<file path="src/rtl/mdio_slv_pkg.sv">
package mdio_slv_pkg;

  typedef enum logic [2:0] {
    ST_PRE,
    ST_SOF,
    ST_OP,
    ST_ADR,
    ST_TA,
    ST_DAT
  } mdio_state_t;

  localparam logic [1:0] OP_READ  = 2'b10;
  localparam logic [1:0] OP_WRITE = 2'b01;

  // one-clock commands from the frame decoder to the line driver
  typedef struct packed {
    logic ta_zero;  // start driving the second turnaround bit
    logic shift;    // put the next data bit on the line
    logic release_; // stop driving
  } mdio_tx_cmd_t;

endpackage

</file>
<file path="src/rtl/mdio_slv_sync.sv">
module mdio_slv_sync #(
  parameter int STAGES = 2
) (
  input  logic clk,
  input  logic rst,
  input  logic mdc_raw,
  input  logic mdio_raw,
  output logic bit_rise,
  output logic bit_val
);

  localparam int LAST = STAGES - 1;

  logic [LAST:0] mdc_q;
  logic [LAST:0] mdio_q;
  logic          mdc_prev;

  generate
    if (STAGES > 1) begin : g_chain
      always_ff @(posedge clk) begin
        if (rst) begin
          mdc_q  <= '0;
          mdio_q <= '1;
        end else begin
          mdc_q  <= {mdc_q[LAST-1:0], mdc_raw};
          mdio_q <= {mdio_q[LAST-1:0], mdio_raw};
        end
      end
    end else begin : g_single
      always_ff @(posedge clk) begin
        if (rst) begin
          mdc_q  <= '0;
          mdio_q <= '1;
        end else begin
          mdc_q  <= mdc_raw;
          mdio_q <= mdio_raw;
        end
      end
    end
  endgenerate

  always_ff @(posedge clk) begin
    if (rst) mdc_prev <= 1'b0;
    else     mdc_prev <= mdc_q[LAST];
  end

  // MDIO travels through the same number of stages, so it lines up with the edge
  assign bit_rise = mdc_q[LAST] & ~mdc_prev;
  assign bit_val  = mdio_q[LAST];

endmodule

</file>
<file path="src/rtl/mdio_slv_rx.sv">
module mdio_slv_rx
  import mdio_slv_pkg::*;
#(
  parameter int PRE_LEN = 32,
  parameter int AW      = 5,
  parameter int DW      = 16
) (
  input  logic          clk,
  input  logic          rst,
  input  logic          bit_rise,
  input  logic          bit_val,
  input  logic [AW-1:0] phy_addr,
  output logic [AW-1:0] reg_addr,
  output logic          wr_en,
  output logic [DW-1:0] wr_data,
  output logic          rd_en,
  output mdio_tx_cmd_t  tx_cmd
);

  localparam int PRE_W = $clog2(PRE_LEN + 1);
  localparam int DAT_W = $clog2(DW + 1);
  localparam int CNT_W = (PRE_W > DAT_W) ? PRE_W : DAT_W;
  localparam int ADR_BITS = 2 * AW;
  localparam logic [CNT_W-1:0] PRE_FULL = CNT_W'(PRE_LEN);
  localparam logic [CNT_W-1:0] ADR_LAST = CNT_W'(ADR_BITS - 1);
  localparam logic [CNT_W-1:0] DAT_LAST = CNT_W'(DW - 1);
  localparam logic [CNT_W-1:0] ONE      = CNT_W'(1);

  mdio_state_t         state;
  logic [CNT_W-1:0]    cnt;
  logic                op_first;
  logic                is_rd;
  logic                hit;
  logic [ADR_BITS-1:0] adr_sh;
  logic [DW-1:0]       dat_sh;

  logic [ADR_BITS-1:0] adr_nxt;
  logic [DW-1:0]       dat_nxt;
  logic                adr_hit;

  assign adr_nxt = {adr_sh[ADR_BITS-2:0], bit_val};
  assign dat_nxt = {dat_sh[DW-2:0], bit_val};
  assign adr_hit = (adr_nxt[ADR_BITS-1:AW] == phy_addr);

  always_ff @(posedge clk) begin
    if (rst) begin
      state    <= ST_PRE;
      cnt      <= '0;
      op_first <= 1'b0;
      is_rd    <= 1'b0;
      hit      <= 1'b0;
      adr_sh   <= '0;
      dat_sh   <= '0;
      reg_addr <= '0;
      wr_en    <= 1'b0;
      wr_data  <= '0;
      rd_en    <= 1'b0;
      tx_cmd   <= '0;
    end else begin
      wr_en  <= 1'b0;
      rd_en  <= 1'b0;
      tx_cmd <= '0;
      if (bit_rise) begin
        case (state)
          ST_PRE: begin
            if (bit_val) begin
              if (cnt != PRE_FULL) cnt <= cnt + ONE;
            end else begin
              // a zero after a full run of ones is the first start bit
              if (cnt == PRE_FULL) state <= ST_SOF;
              cnt <= '0;
            end
          end
          ST_SOF: begin
            state <= bit_val ? ST_OP : ST_PRE;
            cnt   <= '0;
          end
          ST_OP: begin
            if (cnt == '0) begin
              op_first <= bit_val;
              cnt      <= ONE;
            end else begin
              cnt <= '0;
              if ({op_first, bit_val} == OP_READ) begin
                is_rd <= 1'b1;
                state <= ST_ADR;
              end else if ({op_first, bit_val} == OP_WRITE) begin
                is_rd <= 1'b0;
                state <= ST_ADR;
              end else begin
                state <= ST_PRE;
              end
            end
          end
          ST_ADR: begin
            adr_sh <= adr_nxt;
            if (cnt == ADR_LAST) begin
              cnt      <= '0;
              state    <= ST_TA;
              reg_addr <= adr_nxt[AW-1:0];
              hit      <= adr_hit;
              if (adr_hit && is_rd) rd_en <= 1'b1;
            end else begin
              cnt <= cnt + ONE;
            end
          end
          ST_TA: begin
            if (cnt == '0) begin
              if (!is_rd && !bit_val) begin
                state <= ST_PRE;
                cnt   <= '0;
              end else begin
                cnt <= ONE;
                if (is_rd && hit) tx_cmd.ta_zero <= 1'b1;
              end
            end else begin
              cnt <= '0;
              if (!is_rd && bit_val) begin
                state <= ST_PRE;
              end else begin
                state <= ST_DAT;
                if (is_rd && hit) tx_cmd.shift <= 1'b1;
              end
            end
          end
          ST_DAT: begin
            dat_sh <= dat_nxt;
            if (cnt == DAT_LAST) begin
              cnt   <= '0;
              state <= ST_PRE;
              if (hit) begin
                if (is_rd) begin
                  tx_cmd.release_ <= 1'b1;
                end else begin
                  wr_en   <= 1'b1;
                  wr_data <= dat_nxt;
                end
              end
            end else begin
              cnt <= cnt + ONE;
              if (is_rd && hit) tx_cmd.shift <= 1'b1;
            end
          end
          default: begin
            state <= ST_PRE;
            cnt   <= '0;
          end
        endcase
      end
    end
  end

endmodule

</file>
<file path="src/rtl/mdio_slv_tx.sv">
module mdio_slv_tx
  import mdio_slv_pkg::*;
#(
  parameter int DW = 16
) (
  input  logic          clk,
  input  logic          rst,
  input  mdio_tx_cmd_t  tx_cmd,
  input  logic          rd_en,
  input  logic [DW-1:0] rd_data,
  output logic          mdio_out,
  output logic          mdio_oe
);

  logic          rd_q;
  logic [DW-1:0] sh;

  always_ff @(posedge clk) begin
    if (rst) begin
      rd_q     <= 1'b0;
      sh       <= '0;
      mdio_out <= 1'b0;
      mdio_oe  <= 1'b0;
    end else begin
      rd_q <= rd_en;
      // the register file answers one clock after the request
      if (rd_q) sh <= rd_data;
      if (tx_cmd.ta_zero) begin
        mdio_oe  <= 1'b1;
        mdio_out <= 1'b0;
      end
      if (tx_cmd.shift) begin
        mdio_out <= sh[DW-1];
        sh       <= {sh[DW-2:0], 1'b0};
      end
      if (tx_cmd.release_) begin
        mdio_oe  <= 1'b0;
        mdio_out <= 1'b0;
      end
    end
  end

endmodule

</file>
<file path="src/rtl/mdio_mgmt_slave.sv">
module mdio_mgmt_slave
  import mdio_slv_pkg::*;
#(
  parameter int PRE_LEN     = 32,
  parameter int AW          = 5,
  parameter int DW          = 16,
  parameter int SYNC_STAGES = 2
) (
  input  logic          clk,
  input  logic          rst,
  input  logic [AW-1:0] phy_addr,
  input  logic          mdc,
  input  logic          mdio_in,
  output logic          mdio_out,
  output logic          mdio_oe,
  output logic [AW-1:0] reg_addr,
  output logic          reg_wr_en,
  output logic [DW-1:0] reg_wr_data,
  output logic          reg_rd_en,
  input  logic [DW-1:0] reg_rd_data
);

  logic         bit_rise;
  logic         bit_val;
  mdio_tx_cmd_t tx_cmd;

  mdio_slv_sync #(.STAGES(SYNC_STAGES)) u_sync (
    .clk      (clk),
    .rst      (rst),
    .mdc_raw  (mdc),
    .mdio_raw (mdio_in),
    .bit_rise (bit_rise),
    .bit_val  (bit_val)
  );

  mdio_slv_rx #(.PRE_LEN(PRE_LEN), .AW(AW), .DW(DW)) u_rx (
    .clk      (clk),
    .rst      (rst),
    .bit_rise (bit_rise),
    .bit_val  (bit_val),
    .phy_addr (phy_addr),
    .reg_addr (reg_addr),
    .wr_en    (reg_wr_en),
    .wr_data  (reg_wr_data),
    .rd_en    (reg_rd_en),
    .tx_cmd   (tx_cmd)
  );

  mdio_slv_tx #(.DW(DW)) u_tx (
    .clk      (clk),
    .rst      (rst),
    .tx_cmd   (tx_cmd),
    .rd_en    (reg_rd_en),
    .rd_data  (reg_rd_data),
    .mdio_out (mdio_out),
    .mdio_oe  (mdio_oe)
  );

endmodule

</file>
<file path="config.mk">
export PLATFORM = sky130hd
export DESIGN_NAME = mdio_mgmt_slave
export DESIGN_NICKNAME = d
export VERILOG_FILES = /design/src/rtl/mdio_slv_pkg.sv /design/src/rtl/mdio_slv_sync.sv /design/src/rtl/mdio_slv_rx.sv /design/src/rtl/mdio_slv_tx.sv /design/src/rtl/mdio_mgmt_slave.sv
export SDC_FILE = /design/constraint.sdc
export NUM_CORES = 1
export LEC_CHECK = 0
export BUFFER_PORTS_ARGS = -buffer_cell sky130_fd_sc_hd__buf_2
export CAP_MARGIN = 10
export CORE_MARGIN = 2
export CORE_UTILIZATION = 50
export CTS_BUF_LIST = sky130_fd_sc_hd__clkbuf_8
export DETAILED_ROUTE_END_ITERATION = 6
export HOLD_SLACK_MARGIN = 0.08
export PLACE_DENSITY = 0.81
export SLEW_MARGIN = 20
export SYNTH_ARGS = -nofsm -noshare
export SYNTH_HDL_FRONTEND = slang
export SYNTH_HIERARCHICAL = 1
export SYNTH_SLANG_ARGS = --single-unit
</file>
<file path="constraint.sdc">
create_clock -name clk -period 2.1 [get_ports clk]
set_input_delay 0.42 -clock clk [delete_from_list [all_inputs] [get_ports clk]]
set_output_delay 0.42 -clock clk [all_outputs]
set_load 0.01 [all_outputs]
</file>
==> impl_metrics.tcl, run 1 <==
set metrics [dict create \
    status "finished with violations" \
    violations "negative setup slack" \
    syn_inst 416 \
    vias 3090 \
    tns_ns -0.0239 \
    area_growth_pct 16.2 \
    cts_sinks 86 \
    worst_pin_slew_ns 0.492 \
    ios 50 \
    die_w_um 89.4 \
    ant_nets 0 \
    ys_top_cells_by_area "dfxtp_1 47%, nand2_1 9.7%, mux2i_1 6.6%" \
    power.share.clock 0.408 \
    h-tree-depth 3 \
    synth_area_per_cell_sq_um 8.77 \
    die_h_um 89.4 \
    row_count 31 \
    critPathSlowestCell "or4b_4" \
    drc 0 \
    pwr-share-comb 0.035 \
    post_cts.repair.setup_buffers 0 \
    seqPwrFrac 0.557 \
    yosysTopAreaCell "dfxtp_1" \
    relSlewSlack 0.668 \
    grt_pass1_vias 2688 \
    setup_viol 1 \
    syn_area_sq_um 3650 \
    maxCapViolCount 0 \
    cp.required_ns 2.36 \
    antenna_found_initial 0 \
    nNetsFinal 500 \
    portBuffers 49 \
    start_util 0.509 \
    startpoint_type "flop" \
    cts_inserted_buffers 9 \
    fin_ws_ns -0.0239 \
    clk_latency_ns 0.36 \
    grt_max_degree 29 \
    ys.flop_type "dfxtp_1" \
    slew_violations 0 \
    vias_per_cell 5.38 \
    grtUsageMet3 0.0526 \
    fin_crit_ns 2.12 \
    rsz0062_at_grt "yes" \
    crit_fanout 4 \
    fmax_mhz 471 \
    synth_edf_count 0 \
    fin_skew_ns 0.0149 \
    criticalPathCategory "flop to flop" \
    cts_hold_buf 0 \
    drt-total-wl_mm 7.87 \
    dp_hpwl_mm 5.37 \
    netSwitchingFraction 0.236 \
    p_switching_mw 0.694 \
    ys_seq_area_frac 0.472 \
    cellLeakagePower_nw 1.66 \
    max-vdd-ir-drop_v 0.000389 \
    gp_congestion 0.872 \
    period_share 1.01 \
    yosys_register_bits 86 \
    synth_top_area_share 0.472 \
    clk_root_buffer_cell "clkbuf_8" \
    drt-initial-drc-count 200 \
    path_cells "inv_1 > ha_1 > or4b_4 > a221o_1 > or3_4 > o41ai_2" \
    antennaDiodeCount 0 \
    postPlaceCellArea_sq_um 4030 \
    critPathMaxStageDelay_ns 0.47 \
    grt_pass1_wl_mm 12.1 \
    global_route.peak_usage_layer "met2" \
    grt_util_all_layers 0.195 \
    hold_path_class "primary input to flop" \
    overflow 0 \
    hold_violations 0 \
    die_area_sq_um 8000 \
    end_kind "flop" \
    fp.coreArea_sq_um 7180 \
    design_area_sq_um 4240 \
    syn-num-nets 446 \
    drt-pass1-iter-count 4 \
    grt_use_met2 0.319 \
    drive_above_1_share 0.206 \
    p_int_mw 2.25 \
    path_clk_slew_ns 0.09 \
    synthArstFlopShare 0 \
    synth_cell_type_count 52 \
    ys_warn_count 6 \
    cts_buffer_depth 2 \
    power_density_nw_per_um2 694 \
    wl_per_cell_um 13.7 \
    worstPathArrival_ns 2.39 \
    cts_tree "done" \
    gr-usage-met1 0.249 \
]
## flip-flops by register name, indices dropped and copies added (netlist names), 2 cells and up
name / cells
u_rx/wr_data: 16
u_rx/cnt: 6
u_rx/adr_sh: 9
u_rx/reg_addr: 5
u_sync/mdc_q: 2
u_rx/state: 3
u_tx/sh: 16
u_rx/dat_sh: 15
u_rx/tx_cmd: 3
u_sync/mdio_q: 2
## stage by stage
step                power [mW]  cells  utilization  setup slack (ns)  hold WS [ns]
floorplan                 1.73    416            -            0.0690         0.383
global placement          1.78    558        0.562            0.0616         0.385
detailed placement        1.78    558        0.562           -0.0316         0.397
CTS                       2.96    574        0.590           -0.0383         0.235
global route              3.03    574        0.591            -0.107         0.239
finish                    2.94    574        0.591           -0.0239         0.245
## final timing paths
check              startpoint          endpoint  slack (ns)  cells past startpoint
max               u_rx/cnt[1]     u_rx/state[1]       -0.02                      6
min                   mdio_in  u_sync/mdio_q[0]        0.25                      2
max reg2reg       u_rx/cnt[1]     u_rx/state[1]       -0.02                      6
min reg2reg  u_sync/mdio_q[0]  u_sync/mdio_q[1]        0.42                      1
## cell families after synthesis
family,synth area share
AND/OR/NAND/NOR,0.231
XOR/XNOR,0.0168
adder cells (fa/ha/maj),0.0171
multiplexers,0.0658
AO/OA/AOI/OAI,0.152
flip-flops,0.472
buffers and inverters,0.0463
## cell usage in the layout (no fill, tap or decap), types with 2 or more instances in the layout
master and instances:
or4_1 2, o21ai_0 7, ha_1 5, clkbuf_8 9, a21oi_1 45, xnor2_1 4
inv_1 9, buf_4 20, nand2_1 94, or2_1 2, mux2i_1 24, and2_1 4
and2b_2 3, dfxtp_1 85, o2111ai_1 2, a211oi_1 19, and3_1 3, buf_2 49
nor3_1 6, o311ai_0 2, nand3_1 6, nor2b_1 18, inv_6 3, nand4_1 2
nor2_1 16, or3_1 2, o211ai_1 2, a31oi_1 3, xor2_1 3
## power by group through the flow
| stage | registers [mW] | logic (mW) | clock network [mW] |
|---|---|---|---|
| finish | 1.64 | 0.103 | 1.20 |
| global route | 1.64 | 0.111 | 1.28 |
| CTS | 1.64 | 0.102 | 1.22 |
| detailed placement | 1.68 | 0.101 | 0 |
| global placement | 1.68 | 0.0991 | 0 |
| floorplan | 1.68 | 0.0533 | 0 |
## per-layer routing
layer / part of all wire / wire length [um]
met1: 0.46 / 3600
met5: 0 / 0
met4: 0.019 / 148
met2: 0.46 / 3660
met3: 0.059 / 466
## synthesized netlist by cell type (2+ instances only)
library cell and number:
inv_1 8, buf_2 6, nand4_1 2, or3_1 2, nor2_1 16, xor2_1 3, a21oi_1 45, o21ai_0 7
o211ai_1 2, clkbuf_1 14, o2111ai_1 2, ha_1 5, a31oi_1 3, xnor2_1 4, mux2i_1 24, nor2b_1 18
nand2_1 94, a211oi_1 19, or4_1 2, or2_1 2, buf_1 2, nor3_1 6, and2_1 4, and3_1 3
nand3_1 6, o311ai_0 2, dfxtp_1 86, buf_6 3, and2b_2 3
## critical path, delay by kind of cell (launching register included)
| family | cells | cell delay [ns] |
|---|---|---|
| flops | 1 | 0.34 |
| compound gates | 2 | 0.64 |
| fa+ha+maj | 1 | 0.16 |
| buf+inv | 1 | 0.07 |
| simple gates | 2 | 0.83 |
## timing repair
item / 4_1_cts / 5_1_grt
hold endpoints to repair: 0 / 0
gates cloned: 0 / 0
endpoints found under the setup margin: 1 / 5
gates resized for setup: 1 / 1
pin swaps: 0 / 2
## layout make-up
cell class / count / area [sq um]
fill: 619 / 2940
multi-input combinational: 296 / 1760
sequential: 86 / 1720
timing repair buffer: 69 / 395
clock buffer: 9 / 124
tap: 99 / 124
clock inverter: 7 / 80.1
inverter: 8 / 30.0
No activity file was read; power rests on OpenSTA's default activity.
==> run 2, diff against run 1 <==
--- a/config.mk
+++ b/config.mk
@@ -7,7 +7,6 @@
 export LEC_CHECK = 0
 export BUFFER_PORTS_ARGS = -buffer_cell sky130_fd_sc_hd__buf_2
 export CAP_MARGIN = 10
-export CORE_MARGIN = 2
 export CORE_UTILIZATION = 50
 export CTS_BUF_LIST = sky130_fd_sc_hd__clkbuf_8
 export DETAILED_ROUTE_END_ITERATION = 6
==> constraint.sdc (replaced) <==
create_clock -name clk -period 1.85 [get_ports clk]
set_input_delay 0.37 -clock clk [delete_from_list [all_inputs] [get_ports clk]]
set_output_delay 0.37 -clock clk [all_outputs]
set_load 0.01 [all_outputs]
==> run 2 against run 1 <==
The flow still finishes with violations (negative setup slack). Wire length is 15% higher. Cell area rose by 13%. Fmax rose by 0.22%. Flip-flop and latch count did not move. Largest power group unchanged.
==> impl_metrics.tcl, run 2 (synthesis results as in run 1) <==
set metrics [dict create \
    startpoint_type "flop" \
    setup_viol 9 \
    overflow 0 \
    fmax_mhz 472 \
    fillCellCount 536 \
    whs_path_depth 2 \
    cp.required_ns 2.11 \
    hold-worst-slack_ns 0.189 \
    vias_per_cell 5.50 \
    slew_violations 0 \
    ios 50 \
    placed_cells 578 \
    grt_pass1_vias 3023 \
    violations "negative setup slack" \
    r2r-start "u_rx/cnt[1]" \
    whs_endpoint "u_sync/mdio_q[0]" \
    die_area_sq_um 7640 \
    tns_ns -1.34 \
    hold_path_class "primary input to flop" \
    portBuffers 49 \
    grt_max_degree 32 \
    cts_inserted_buffers 9 \
    total_power_mw 3.62 \
    clk_root_buffer_cell "clkbuf_8" \
    final_cells 603 \
    path_clk_slew_ns 0.08 \
    fin_ws_ns -0.269 \
    ant_nets 0 \
    highest_layer "met4" \
    drive_above_1_share 0.327 \
    r2r_end "u_rx/state[1]" \
    relSlewSlack 0.684 \
    r2r_cells 6 \
    drc 0 \
    nNetsFinal 532 \
    largest_registers "u_rx/wr_data: 16 flops, u_tx/sh: 16 flops, u_rx/dat_sh: 15 flops" \
    route.met3.wl_um 472 \
    fp.coreArea_sq_um 6910 \
    dp_hpwl_mm 5.83 \
    vias 3319 \
    end_kind "flop" \
    final_common_cell "nand2_1" \
    design_area_sq_um 4770 \
    status "finished with violations" \
    cellLeakagePower_nw 1.88 \
    hp-start "mdio_in" \
    final_cell_mix "91 x nand2_1, 83 x dfxtp_1, 49 x buf_2" \
    gp_congestion 0.902 \
    criticalPathCategory "flop to flop" \
    drt-pass1-iter-count 5 \
    wl_per_cell_um 15.0 \
    startpoint "u_rx/cnt[1]" \
    max-vdd-ir-drop_v 0.000565 \
    drt-initial-drc-count 221 \
    fin_skew_ns 0.0115 \
    cts_sinks 86 \
    cts_buffer_depth 2 \
    clk_latency_ns 0.36 \
    met1_length_mm 3.89 \
    met2_length_mm 4.54 \
    rsz0062_at_grt "yes" \
    r2r_setup_slack_ns -0.27 \
    start_util 0.528 \
    power_density_nw_per_um2 757 \
    worst_pin_slew_ns 0.474 \
    crit_fanout 4 \
    cts_tree "done" \
    worstPathArrival_ns 2.38 \
    antenna_found_initial 0 \
    maxCapViolCount 0 \
    pre_cts_ws_ns -0.253 \
    die_w_um 87.4 \
    fin_crit_ns 2.12 \
    antennaDiodeCount 0 \
    postPlaceCellArea_sq_um 4220 \
    area_growth_pct 30.8 \
    h-tree-depth 3 \
    hold_violations 0 \
    period_share 1.15 \
    die_h_um 87.4 \
    grt_util_all_layers 0.234 \
    row_count 30 \
    grt_pass1_wl_mm 13.9 \
    drt-total-wl_mm 9.04 \
    fin_util 0.691 \
]
-- run 2: cell types whose count changed in the layout (fill, tap and decap cells not counted), sizes merged --
cell | before | now
buf | 69 | 101
bufinv | 1 | 3
clkinv | 1 | 2
inv | 13 | 10
-- run 2: how the worst max path moves through the flow --
stage                     to  depth (start not counted)  slack (ns)
4_1_cts        u_rx/state[1]                          6       -0.21
5_1_grt        u_rx/state[1]                          6       -0.32
3_3_place_gp   u_rx/state[1]                          6       -0.15
2_1_floorplan  u_rx/state[1]                          6       -0.15
6_report       u_rx/state[1]                          6       -0.27
3_5_place_dp   u_rx/state[1]                          6       -0.25
-- run 2: final cells by class --
class,count,area (sq um),area share
clock buffers,9,124,0.0260
clock inverters,7,120,0.0252
inverters,8,30.0,0.00629
multi-input cells,296,1970,0.413
flip-flops and latches,86,1730,0.361
well taps,96,120,0.0252
repair buffers,101,682,0.143
-- run 2: power by group --
| part | switching, mW | internal [mW] |
|---|---|---|
| registers | 0.00459 | 1.86 |
| logic | 0.0858 | 0.0805 |
| clock network | 0.683 | 0.906 |
| total | 0.773 | 2.84 |
-- run 2: timing repair --
item                       4_1_cts  5_1_grt
pin swaps                        8       14
setup endpoints to repair       10       29
gates resized for setup         14       43
setup buffers                    6        5
cloned                           0        1
hold buffers                     0        0
-- run 2: critical path, cell delays in order, from the launching register on --
cell,delay (ns)
dfxtp_2,0.33
inv_2,0.08
ha_4,0.13
or4b_4,0.46
a221o_1,0.43
or3_4,0.38
o41ai_4,0.22
-- run 2: layer usage --
| metal | vias to the layer above | global-route usage |
|---|---|---|
| li1 | 1600 | - |
| met1 | 1601 | 0.287 |
| met2 | 106 | 0.401 |
| met3 | 12 | 0.0607 |
| met4 | 0 | 0.0730 |
| met5 | - | 0 |
